`config.mk`:
```
export PLATFORM = sky130hd
export DESIGN_NAME = swire_target
export DESIGN_NICKNAME = d
export VERILOG_FILES = /design/src/rtl/swire_target.sv
export SDC_FILE = /design/constraint.sdc
export NUM_CORES = 1
export LEC_CHECK = 0
export BUFFER_PORTS_ARGS = -buffer_cell sky130_fd_sc_hd__buf_2
export CELL_PAD_IN_SITES_DETAIL_PLACEMENT = 1
export CELL_PAD_IN_SITES_GLOBAL_PLACEMENT = 1
export CORE_MARGIN = 4
export CORE_UTILIZATION = 30
export CTS_CLUSTER_DIAMETER = 80
export DETAILED_ROUTE_END_ITERATION = 7
export PLACE_DENSITY_LB_ADDON = 0.12
export SYNTH_ARGS = -nofsm -noshare
export SYNTH_HDL_FRONTEND = slang
export SYNTH_SLANG_ARGS = --single-unit
```
`constraint.sdc`:
```
create_clock -name clk -period 5.1 [get_ports clk]
set_input_delay 1.02 -clock clk [delete_from_list [all_inputs] [get_ports clk]]
set_output_delay 1.02 -clock clk [all_outputs]
set_load 0.01 [all_outputs]
```
`src/rtl/swire_target.sv`:
```
module swire_target #(
  parameter int BIT_CLKS  = 16,
  parameter int ACK_UNIT  = 2,
  parameter int ACK_WIDTH = 4,
  parameter int LEN_W     = 3,
  localparam int NIDX     = 16
) (
  input  logic                  clk,
  input  logic                  rst_n,
  input  logic                  line_i,
  output logic                  line_oe_o,
  output logic                  line_o,
  input  logic [NIDX*LEN_W-1:0] tx_len_i,
  input  logic [NIDX*LEN_W-1:0] rx_len_i,
  output logic [3:0]            rd_idx_o,
  output logic [LEN_W-1:0]      rd_off_o,
  input  logic [7:0]            rd_data_i,
  output logic                  wr_en_o,
  output logic [3:0]            wr_idx_o,
  output logic [LEN_W-1:0]      wr_off_o,
  output logic [7:0]            wr_data_o,
  input  logic [NIDX-1:0]       clr_i,
  output logic [2*NIDX-1:0]     status_o
);
  localparam int HALF     = BIT_CLKS / 2;
  localparam int ACK_CLKS = ACK_UNIT * ACK_WIDTH;
  localparam int CW       = $clog2(BIT_CLKS + ACK_CLKS + 1);

  typedef enum logic [3:0] {
    S_IDLE, S_WLOW, S_WHIGH, S_RXBIT, S_ACKW, S_ACKH,
    S_SYNL, S_SYNH, S_TBIT, S_DROP, S_TAW
  } st_t;
  typedef enum logic [1:0] {C_IDX, C_RXB, C_END} ctx_t;

  st_t              state;
  ctx_t             ctx;
  logic             l1, l2, l3;
  logic [CW-1:0]    cnt;
  logic [3:0]       nb;
  logic [LEN_W-1:0] off;
  logic [3:0]       idx;
  logic [7:0]       sh;
  logic             par, err, turn;
  logic [8:0]       tsh;
  logic             set_en;
  logic [1:0]       set_code;

  wire              fall   = l3 & ~l2;
  wire [LEN_W-1:0]  cur_tx = tx_len_i[int'(idx)*LEN_W +: LEN_W];
  wire [LEN_W-1:0]  cur_rx = rx_len_i[int'(idx)*LEN_W +: LEN_W];
  wire [LEN_W:0]    off_inc = {1'b0, off} + 1'b1;
  wire [3:0]        ndat   = (ctx == C_IDX) ? 4'd4 : 4'd8;
  wire              bad    = par ^ l2;

  assign line_oe_o = (state == S_ACKH) | (state == S_SYNL) | (state == S_SYNH) |
                     (state == S_TBIT) | (state == S_DROP);
  assign line_o    = (state == S_ACKH) | (state == S_SYNH) | ((state == S_TBIT) & tsh[8]);
  assign rd_idx_o  = idx;
  assign rd_off_o  = off;
  assign wr_idx_o  = idx;

  always_ff @(posedge clk or negedge rst_n) begin
    if (!rst_n) begin
      l1 <= 1'b1; l2 <= 1'b1; l3 <= 1'b1;
    end else begin
      l1 <= line_i; l2 <= l1; l3 <= l2;
    end
  end

  always_ff @(posedge clk or negedge rst_n) begin
    if (!rst_n) begin
      state <= S_IDLE; ctx <= C_IDX; cnt <= '0; nb <= '0; off <= '0; idx <= '0;
      sh <= '0; par <= 1'b0; err <= 1'b0; turn <= 1'b0; tsh <= '0;
      wr_en_o <= 1'b0; wr_off_o <= '0; wr_data_o <= '0; set_en <= 1'b0; set_code <= '0;
    end else begin
      wr_en_o <= 1'b0;
      set_en  <= 1'b0;
      case (state)
        S_IDLE: if (fall) begin ctx <= C_IDX; state <= S_WLOW; end
        S_WLOW: if (!l2) state <= S_WHIGH;
        S_WHIGH: if (l2) begin
          if (ctx == C_END) state <= S_IDLE;
          else begin
            state <= S_RXBIT; cnt <= CW'(BIT_CLKS - 1); nb <= '0; par <= 1'b0;
          end
        end
        S_RXBIT: begin
          if (cnt != '0) cnt <= cnt - 1'b1;
          else if (nb < ndat) begin
            sh <= {sh[6:0], l2}; par <= par ^ l2; nb <= nb + 1'b1; cnt <= CW'(BIT_CLKS - 1);
          end else if (ctx == C_IDX) begin
            if (bad) begin ctx <= C_END; state <= S_WLOW; end
            else begin idx <= sh[3:0]; cnt <= CW'(HALF - 1); state <= S_ACKW; end
          end else begin
            wr_en_o <= 1'b1; wr_off_o <= off; wr_data_o <= sh;
            err <= err | bad;
            state <= S_WLOW;
            if (off_inc == {1'b0, cur_rx}) begin
              set_en <= 1'b1; set_code <= (err | bad) ? 2'd2 : 2'd1; ctx <= C_END;
            end else off <= off_inc[LEN_W-1:0];
          end
        end
        S_ACKW: if (cnt != '0) cnt <= cnt - 1'b1;
                else begin cnt <= CW'(ACK_CLKS - 1); state <= S_ACKH; end
        S_ACKH: if (cnt != '0) cnt <= cnt - 1'b1;
                else begin
                  cnt <= CW'(BIT_CLKS - 1); off <= '0; turn <= (cur_tx == '0); state <= S_SYNL;
                end
        S_SYNL: if (cnt != '0) cnt <= cnt - 1'b1;
                else begin
                  cnt <= CW'(HALF - 1); tsh <= {rd_data_i, ^rd_data_i}; state <= S_SYNH;
                end
        S_SYNH: if (cnt != '0) cnt <= cnt - 1'b1;
                else if (turn) state <= S_DROP;
                else begin cnt <= CW'(BIT_CLKS - 1); nb <= '0; state <= S_TBIT; end
        S_TBIT: if (cnt != '0) cnt <= cnt - 1'b1;
                else if (nb == 4'd8) begin
                  off <= off_inc[LEN_W-1:0]; turn <= (off_inc == {1'b0, cur_tx});
                  cnt <= CW'(BIT_CLKS - 1); state <= S_SYNL;
                end else begin
                  tsh <= {tsh[7:0], 1'b0}; nb <= nb + 1'b1; cnt <= CW'(BIT_CLKS - 1);
                end
        S_DROP: begin cnt <= CW'(HALF - 1); state <= S_TAW; end
        S_TAW: if (cnt != '0) cnt <= cnt - 1'b1;
               else begin
                 off <= '0; err <= 1'b0; state <= S_WLOW;
                 if (cur_rx == '0) begin set_en <= 1'b1; set_code <= 2'd1; ctx <= C_END; end
                 else ctx <= C_RXB;
               end
        default: state <= S_IDLE;
      endcase
    end
  end

  for (genvar g = 0; g < NIDX; g++) begin : g_st
    logic [1:0] st;
    always_ff @(posedge clk or negedge rst_n) begin
      if (!rst_n) st <= 2'd0;
      else if (set_en && idx == 4'(g)) st <= set_code;
      else if (clr_i[g]) st <= 2'd0;
    end
    assign status_o[2*g +: 2] = st;
    AST_CLR_ZERO: assert property (@(posedge clk) disable iff (!rst_n)
      (clr_i[g] && !(set_en && idx == 4'(g))) |=> (st == 2'd0)) else $error("clear failed");
  end

  AST_ACK_FIRST: assert property (@(posedge clk) disable iff (!rst_n)
    $rose(line_oe_o) |-> line_o) else $error("first drive not high");
  AST_RELEASE_LOW: assert property (@(posedge clk) disable iff (!rst_n)
    $fell(line_oe_o) |-> !$past(line_o)) else $error("released from high");
  AST_WR_PULSE: assert property (@(posedge clk) disable iff (!rst_n)
    wr_en_o |=> !wr_en_o) else $error("write strobe too long");
  AST_WR_BOUND: assert property (@(posedge clk) disable iff (!rst_n)
    wr_en_o |-> ({1'b0, wr_off_o} < {1'b0, rx_len_i[int'(wr_idx_o)*LEN_W +: LEN_W]}))
    else $error("write offset out of range");
  AST_SET_RELEASED: assert property (@(posedge clk) disable iff (!rst_n)
    set_en |-> !line_oe_o) else $error("status set while driving");
endmodule

```
==> results of run 1 <==
## layer usage
layer	GRT usage (%)	vias up	part of all wire [%]
li1	-	2366	-
met1	22.63	2503	44
met2	29.80	110	50
met3	3.836	24	4.6
met4	4.615	0	1.6
met5	0	-	0
## final cells by class
| type | count | area, sq um | share of cell area [%] |
|---|---|---|---|
| clock inverter | 5 | 57.56 | 0.8300 |
| inverter | 13 | 48.80 | 0.7037 |
| timing repair buffer | 184 | 935.9 | 13.50 |
| multi-input combinational | 436 | 3055 | 44.06 |
| tap | 229 | 286.5 | 4.132 |
| clock buffer | 11 | 242.7 | 3.501 |
| sequential | 92 | 2307 | 33.27 |
## worst max-delay path by stage
stage,from,end,slack [ns]
after floorplan,rx_len_i[18],ctx[1],2.11
after global placement,rd_idx_o[2],ctx[1],1.87
after detailed placement,rd_idx_o[2],ctx[1],1.83
after CTS,state[2],line_o,1.81
after global routing,state[2],line_o,1.64
final,state[2],line_o,1.81
## through the flow
stage | util, % | power, mW
floorplan | - | 1.535
global placement | 36.68 | 1.783
detailed placement | 36.68 | 1.808
CTS | 38.34 | 2.518
global route | 38.34 | 2.687
finish | 38.34 | 2.483
## power breakdown
group	internal, mW	total [mW]	leakage (nW)	switching [mW]
registers	0.819	0.989	1.20	0.171
logic	0.349	0.797	1.85	0.448
clock network	0.396	0.696	0.150	0.300
## placed cells by master (no fill, tap or decap), drive strengths merged, types with 2 or more instances in the layout
cell type / Yosys / layout
buf: 10 / 184
nand2: 100 / 100
dfrtp: 89 / 89
o21ai: 74 / 74
nor2: 35 / 35
nand2b: 35 / 35
mux2i: 27 / 27
mux4: 25 / 25
nand3b: 19 / 19
mux2: 17 / 17
a21oi: 15 / 15
inv: 13 / 15
clkbuf: 25 / 11
nand3: 9 / 9
xnor2: 7 / 7
nor3: 7 / 7
xor2: 5 / 5
nor2b: 5 / 5
ha: 5 / 5
nand4: 4 / 4
a31oi: 4 / 4
o31ai: 3 / 3
o21a: 3 / 3
a22o: 3 / 3
dfstp: 3 / 3
a21o: 2 / 2
nand4bb: 2 / 2
o32ai: 2 / 2
or3: 2 / 2
o211ai: 2 / 2
o32a: 2 / 2
a211oi: 2 / 2
clkinv: 0 / 2
nor4b: 2 / 2
## registers in the layout (all words and copies together), names as in the netlist, 2 cells and up
| register | count |
|---|---|
| g_st.st | 32 |
| tsh | 9 |
| sh | 8 |
| wr_data_o | 8 |
| cnt | 5 |
| nb | 4 |
| rd_idx_o | 4 |
| state | 4 |
| rd_off_o | 3 |
| wr_off_o | 3 |
| ctx | 2 |
| set_code | 2 |
## worst max-delay path, cell delays in order, from the launching register on
cell and delay [ns]:
dfrtp_1 0.72, inv_2 0.24, nor2_1 0.45, nand2_1 0.21, o21ai_0 0.14, buf_2 0.16
## cell families after synthesis
kind of cell	count (synthesis)	share of synthesized area [%]
flops	92	41.38
fa+ha+maj	5	1.123
mux	69	18.66
compound gates	123	13.07
xor+xnor	12	1.886
simple gates	227	20.00
buf+inv	48	3.884
==> results.txt, run 1 <==
----------------------------------------------------
[Status]
  Status ... finished, final reports clean

[Global routing]
  Wire length of the first global-routing pass ... 28.84 mm
  Maximum number of pins on one net before global-route repair ... 70
  Antenna violations before repair ... 0
  Via count of the first global-routing pass ... 5,397
  Overall routing resource usage ... 17.52%
  Total overflow reported by the global router ... 0

[Setup path]
  R2R cell count ... 7
  Kind of capture point of the worst setup path ... output port
  RR Startpoint ... rd_idx_o[2]
  Critical path data arrival time ... 2.27 ns
  Critical path fanouts, max ... 18
  Launching element type of the critical path ... register
  Critical path type ... reg -> out
  Required time reported for the critical path endpoint ... 4.08 ns
  Reg-to-reg setup timing slack ... 1.83 ns
  Capture instance of the worst register-to-register path ... ctx[1]

[Placement]
  Cell Area, Placed ... 6634 sq um
  Estimated wirelength of the detail-placed design ... 13.72 mm
  Port Buffer Count ... 179
  Final RePlAce weighted congestion ... 0.8329
  Inst Count DP ... 954
  Worst setup slack after placement ... 1.828 ns

[Routing]
  Wirelength per Cell ... 18.37 um
  Antenna Violating Nets Remaining ... 0
  Routed vias/inst ... 5.158
  Number of remaining DRC errors ... 0
  Detailed router's first-iteration violation count ... 241
  Detailed-routing iteration count for the pre-antenna-repair pass ... 4
  Detailed-route wire length ... 17.82 mm
  Vias ... 5,003

[STA]
  Slew margin rel. ... 25.93%
  Worst-margin pin slew ... 1.103 ns
  Final TNS setup ... 0 ns
  Total of endpoints with negative setup slack in the final report ... 0
  Clock skew after layout ... 0.01073 ns
  Final Critical Period ... 3.288 ns
  Post-route worst hold slack ... 0.3572 ns
  Number of pins with negative max-slew slack in the final report ... 0
  Fin worst setup slack ... 1.812 ns
  Maximum clock rate ... 0.3041 GHz
  Post-route fraction of the period consumed by the critical path ... 64.48%
  Setup repair after global routing missed its margin ... no
  Fin. Hold Viols ... 0

[Logic synthesis]
  Share of async-settable or async-resettable flops after synthesis ... 100.0%
  Synthesized netlist net count ... 704
  Commonest cells in the netlist ... nand2_1 (99), dfrtp_1 (89), o21ai_0 (62), nand2b_1 (35), nor2_1 (35)
  Number of different library cells in the post-synthesis netlist ... 61
  Leading cell types by total area after synthesis ... dfrtp_1 (40%), mux4_2 (8.9%), nand2_1 (6.7%)
  Number of flops mapped to enable cells by yosys ... 0
  Cell area after synthesis ... 5573 sq um
  Avg Inst Size Synth ... 9.675 sq um
  Synth Flop Type ... dfrtp_1
  Area share of the largest cell type after synthesis ... 39.96%
  Number of storage elements in the synthesis netlist ... 92
  Most used standard cell by instance count after synthesis ... nand2_1
  Syn Inst Count ... 576
  Sequential fraction of the synthesis area ... 41.38%
  Dominant cell type by area after synthesis ... dfrtp_1
  YS warnings ... 0

[Clock tree]
  Number of hold-repair buffers added at the cts stage ... 0
  Clock latency on the worst-skew pair ... 0.35 ns
  CTS sink cnt ... 92
  Root Buffer ... clkbuf_16
  Max Root-Sink Buffers ... 2
  Total setup buffers inserted after CTS ... 0
  Clock transition at the registers of the reported paths ... 0.07 ns
  TritonCTS clock tree ... built
  Number of levels the H-tree was split into ... 3
  Num CTS Buffers ... 9
  Total of cells resized after clock tree synthesis ... 0

[Min path]
  Cell count of the worst hold path ... 0
  Launch point of the worst hold path ... l1
  Path type of the worst min-delay path ... reg -> reg
  End point of the most critical hold path ... l2

[Cells and area]
  Finished Layout Cells ... 970
  Final Cell Area ... 6934 sq um
  Number of antenna repair diodes ... 0
  Area added between synthesis and finish ... 24.43%
  Fill cells ... 2,122
  Number of nets in the layout ... 864
  Share of cells above drive strength 1 ... 32.79%

[Floorplan]
  IO Pins ... 180
  Die height ... 144.3 um
  Core Footprint ... 18,090 sq um
  Row cnt ... 49
  Chip Width ... 144.3 um
  Die area ... 20,820 sq um
  Effective utilization at floorplan ... 30.81%

[Power and ir drop]
  Worst vdd rail ir drop ... 0.0001966 V
  Leakage power total ... 3.200 nW
  Cell Pwr Density ... 358.0 nW/um^2

[Flow run]
  Maxcap violations ... 0

----------------------------------------------------
(Power assumes the default switching activity.)
==> run 2: changes to the inputs <==
clock period = 3.1 ns   (was 5.1 ns; I/O delays follow)
==> run 2 against run 1 <==
Compared with the run above: global-route usage increased by 0.72 points; setup slack worse by 1.6 ns; first-iteration DRC count decreased by 41%; design area grew 1.6%; sequential cell count did not move; register-to-register slack got worse by 1.6 ns; largest cell class unchanged; largest power group unchanged.
==> results.txt, run 2 (same netlist as run 1, synthesis figures left out) <==
----------------------------------------------------
[Power and ir drop]
  Worst vdd rail ir drop ... 0.0003106 V
  Leakage power total ... 3.264 nW
  Final Power ... 4.096 mW
  Cell Pwr Density ... 581.3 nW/um^2

[STA]
  Final TNS setup ... 0 ns
  Final Critical Period ... 2.875 ns
  Post-route fraction of the period consumed by the critical path ... 92.75%
  Fin worst setup slack ... 0.2248 ns
  Number of pins with negative max-slew slack in the final report ... 0
  Worst-margin pin slew ... 0.7281 ns
  Setup repair after global routing missed its margin ... no
  Clock skew after layout ... 0.008479 ns
  Slew margin rel. ... 51.46%
  Fin. Hold Viols ... 0
  Total of endpoints with negative setup slack in the final report ... 0
  Maximum clock rate ... 0.3478 GHz

[Flow run]
  Maxcap violations ... 0

[Global routing]
  Overall routing resource usage ... 18.24%
  Met1 capacity usage during global routing ... 23.47%
  Via count of the first global-routing pass ... 5,520
  Wire length of the first global-routing pass ... 29.84 mm
  Routing layer with the top usage in global route ... met2
  Global-route met2 utilization ... 31.50%
  Total overflow reported by the global router ... 0
  Global-route met3 utilization ... 3.175%
  Maximum number of pins on one net before global-route repair ... 53
  Antenna violations before repair ... 1

[Placement]
  Final RePlAce weighted congestion ... 0.8389
  Estimated wirelength of the detail-placed design ... 14.31 mm
  Worst setup slack after placement ... 0.2162 ns
  Port Buffer Count ... 179

[Floorplan]
  IO Pins ... 180
  Die height ... 144.3 um
  Row cnt ... 49
  Chip Width ... 144.3 um
  Die area ... 20,820 sq um
  Core Footprint ... 18,090 sq um
  Effective utilization at floorplan ... 30.81%

[Cells and area]
  Largest register by flop count ... g_st.st
  Area added between synthesis and finish ... 26.45%
  Final core area utilization ... 38.96%
  Number of flip-flops in the largest register ... 32
  Fill cells ... 2,153
  Most common cell after layout, fill and taps aside ... buf_2
  Number of nets in the layout ... 879
  Commonest non-fill, non-tap cells in the layout ... buf_2 (178), nand2_1 (99), dfrtp_1 (88)
  Area used by multi-input combinational logic ... 3055 sq um
  Largest registers ... g_st.st (32), tsh (9)
  Sequential standard cell area ... 2307 sq um
  Share of cells above drive strength 1 ... 34.26%

[Setup path]
  Critical path fanouts, max ... 16
  Kind of capture point of the worst setup path ... register
  Launching element type of the critical path ... register
  Critical path data arrival time ... 3.11 ns
  Required time reported for the critical path endpoint ... 3.33 ns
  Critical path type ... reg -> reg

[Routing]
  Wirelength per Cell ... 18.78 um
  Detailed-route wire length ... 18.52 mm
  Antenna Violating Nets Remaining ... 0
  Detailed-routing iteration count for the pre-antenna-repair pass ... 6
  Detailed router's first-iteration violation count ... 141
  Vias ... 5,037
  Number of remaining DRC errors ... 0
  Routed vias/inst ... 5.109

[Clock tree]
  Number of hold-repair buffers added at the cts stage ... 0
  Number of levels the H-tree was split into ... 3
  Max Root-Sink Buffers ... 2
  Clock transition at the registers of the reported paths ... 0.07 ns
  Root Buffer ... clkbuf_16
  Clock latency on the worst-skew pair ... 0.35 ns
  Total setup buffers inserted after CTS ... 0
  Num CTS Buffers ... 9
  Total of cells resized after clock tree synthesis ... 0
  CTS sink cnt ... 92
  TritonCTS clock tree ... built

[Status]
  Status ... finished, final reports clean

[Min path]
  Path type of the worst min-delay path ... in -> async

----------------------------------------------------
## run 2: path summary, 6_finish.rpt
| check | cells after the start | slack [ns] | endpoint | startpoint |
|---|---|---|---|---|
| worst max-delay path | 8 | 0.22 | ctx[1] | rd_idx_o[2] |
| worst min-delay path | 1 | 0.32 | g_st[3].st[0] | rst_n |
| worst max register to register | 8 | 0.22 | ctx[1] | rd_idx_o[2] |
| worst min register to register | 0 | 0.36 | l2 | l1 |
| max in group asynchronous | 2 | 2.01 | l3 | rst_n |
| min in group clk | 0 | 0.36 | l2 | l1 |
## run 2: where the power goes
part | total [mW] | internal (mW) | switching (mW)
Combinational | 1.44 | 0.621 | 0.821
Sequential | 1.57 | 1.35 | 0.226
Clock | 1.08 | 0.572 | 0.509
## run 2: area by class of cell
cell class / count / area share (%)
diodes: 1 / 0.03551
clock buffers: 10 / 3.391
clock inverters: 6 / 0.6570
inverters: 13 / 0.6925
multi-input cells: 436 / 43.36
flip-flops and latches: 92 / 32.74
well taps: 229 / 4.066
repair buffers: 199 / 15.06
## run 2: stage by stage
step	hold slack, ns	instance area (sq um)	std cells
floorplan	0.3244	5573	576
global placement	0.3476	6759	969
detailed placement	0.3523	6759	969
CTS	0.3426	7044	985
global route	0.3571	7047	986
finish	0.3202	7047	986
## run 2: per-layer routing
metal	part of all wire, %	wire length (um)	vias up
met5	0	0	-
met1	44	8104	2497
met2	50	9343	112
met3	3.6	666	26
li1	-	-	2402
met4	2.2	408	0
## run 2: critical path, stage by stage (launching register included)
cell and delay (ns):
dfrtp_1 0.59, buf_4 0.33, mux4_2 0.35, mux4_2 0.51, xor2_1 0.16, nand4_1 0.15, nand2_2 0.10, o2111ai_2 0.24
mux2_4 0.32
==> run 3: changes to the inputs <==
clock period = 3.6 ns   (was 3.1 ns; I/O delays follow)
==> run 3 against run 2 <==
Compared with the run above: sequential cell count is the same; clock skew increased by 0.0017 ns; global-route usage down 0.40 points; non-clock buffer count is 4 lower; wire length decreased by 1.9%; total power down 14%; sequential share of layout area is 0.16 points higher; critical endpoint is now line_o; sequential power is 14% lower; cell count fell by 0.61%; utilization is 0.19 points lower; design area fell by 0.48%; hold slack improved by 0.041 ns.
==> results.txt, run 3 (same netlist as run 1, synthesis figures left out) <==
----------------------------------------------------
[Setup path]
  Peak per-stage delay on the critical path ... 0.71 ns
  Reg-to-reg setup timing slack ... 0.68 ns
  Cells traversed along the worst timing path ... inv_2 > nor2_1 > nand2_1 > o21ai_0 > buf_2
  Required time reported for the critical path endpoint ... 2.88 ns
  CP max-delay cell ... dfrtp_1
  Critical path type ... reg -> out
  Launching element type of the critical path ... register
  Kind of capture point of the worst setup path ... output port
  Critical path fanouts, max ... 18
  Critical path data arrival time ... 2.24 ns

[Clock tree]
  Root Buffer ... clkbuf_16
  TritonCTS clock tree ... built
  Max Root-Sink Buffers ... 2
  Clock latency on the worst-skew pair ... 0.35 ns
  Number of levels the H-tree was split into ... 3
  Clock transition at the registers of the reported paths ... 0.07 ns
  CTS sink cnt ... 92
  Total setup buffers inserted after CTS ... 0
  Total of cells resized after clock tree synthesis ... 0
  Num CTS Buffers ... 9
  Number of hold-repair buffers added at the cts stage ... 0

[Routing]
  Vias ... 5,018
  Detailed-route wire length ... 18.17 mm
  Detailed router's first-iteration violation count ... 207
  Detailed-routing iteration count for the pre-antenna-repair pass ... 4
  Routed vias/inst ... 5.120
  Number of remaining DRC errors ... 0
  Antenna Violating Nets Remaining ... 0
  Wirelength per Cell ... 18.54 um

[Flow run]
  Maxcap violations ... 0

[Floorplan]
  Die height ... 144.3 um
  IO Pins ... 180
  Row cnt ... 49
  Chip Width ... 144.3 um
  Die area ... 20,820 sq um
  Effective utilization at floorplan ... 30.81%
  Core Footprint ... 18,090 sq um

[Cells and area]
  Largest register by flop count ... g_st.st
  Number of antenna repair diodes ... 0
  Number of flip-flops in the largest register ... 32
  Number of nets in the layout ... 875
  Final Cell Area ... 7013 sq um
  Most common cell after layout, fill and taps aside ... buf_2
  Largest registers ... g_st.st (32), tsh (9)
  Commonest non-fill, non-tap cells in the layout ... buf_2 (178), nand2_1 (99), dfrtp_1 (88)
  Area added between synthesis and finish ... 25.84%
  Share of cells above drive strength 1 ... 33.82%

[Power and ir drop]
  Leakage power total ... 3.254 nW
  Cell Pwr Density ... 500.6 nW/um^2
  Worst vdd rail ir drop ... 0.0002124 V

[STA]
  Slew margin rel. ... 53.60%
  Final TNS setup ... 0 ns
  Worst-margin pin slew ... 0.6939 ns
  Maximum clock rate ... 0.3374 GHz
  Post-route fraction of the period consumed by the critical path ... 82.32%
  Total of endpoints with negative setup slack in the final report ... 0
  Setup repair after global routing missed its margin ... no
  Final Critical Period ... 2.964 ns
  Fin worst setup slack ... 0.6364 ns
  Clock skew after layout ... 0.01021 ns
  Fin. Hold Viols ... 0
  Number of pins with negative max-slew slack in the final report ... 0

[Global routing]
  Overall routing resource usage ... 17.84%
  Via count of the first global-routing pass ... 5,497
  Total overflow reported by the global router ... 0
  Antenna violations before repair ... 0
  Maximum number of pins on one net before global-route repair ... 51
  Wire length of the first global-routing pass ... 29.22 mm

[Placement]
  Estimated wirelength of the detail-placed design ... 14.06 mm
  Cell Area, Placed ... 6729 sq um
  Port Buffer Count ... 179
  Final RePlAce weighted congestion ... 0.8281
  Worst setup slack after placement ... 0.6558 ns

[Min path]
  Path type of the worst min-delay path ... reg -> reg

[Status]
  Status ... finished, final reports clean

----------------------------------------------------
## run 3: worst paths after layout
check,depth (start not counted),endpoint,from
worst min-delay path,0,l2,l1
min in group asynchronous,1,g_st[3].st[1],rst_n
worst max-delay path,5,line_o,state[2]
worst min register to register,0,l2,l1
worst max register to register,7,ctx[1],rd_idx_o[2]
max in group asynchronous,2,l3,rst_n
## run 3: report_power, final
part           internal [mW]  total (mW)  switching (mW)
Combinational          0.517        1.23           0.712
Clock                  0.508       0.937           0.429
Sequential              1.16        1.35           0.184
Total                   2.19        3.51            1.32
## run 3: metrics by stage
step / instances / utilization (%) / hold slack [ns] / power, mW
finish: 980 / 38.78 / 0.3611 / 3.511
global route: 980 / 38.78 / 0.3660 / 3.801
CTS: 980 / 38.78 / 0.3617 / 3.564
detailed placement: 965 / 37.21 / 0.3509 / 2.604
global placement: 965 / 37.21 / 0.3472 / 2.553
floorplan: 576 / - / 0.3452 / 2.175
## run 3: metal layers
layer	vias up	share of wire [%]	track usage (%)
li1	2393	-	-
met1	2485	45	23.00
met2	126	50	31.11
met3	14	4.2	3.340
met4	0	1.0	4.124
met5	-	0	0
## run 3: area by class of cell
type,count,area (sq um)
Fill cell,2122,11070
Tap cell,229,286.5
Inverter,13,48.80
Clock buffer,11,252.7
Timing Repair Buffer,195,1031
Multi-Input combinational cell,436,3055
Sequential cell,92,2307
Clock inverter,4,31.28
## run 3: critical path, delay by kind of cell (launching register included)
kind | cells | cell delay [ns]
DFF | 1 | 0.71
and+or+nand+nor | 2 | 0.68
AOI/OAI and AO/OA | 1 | 0.12
buffers and inverters | 2 | 0.39
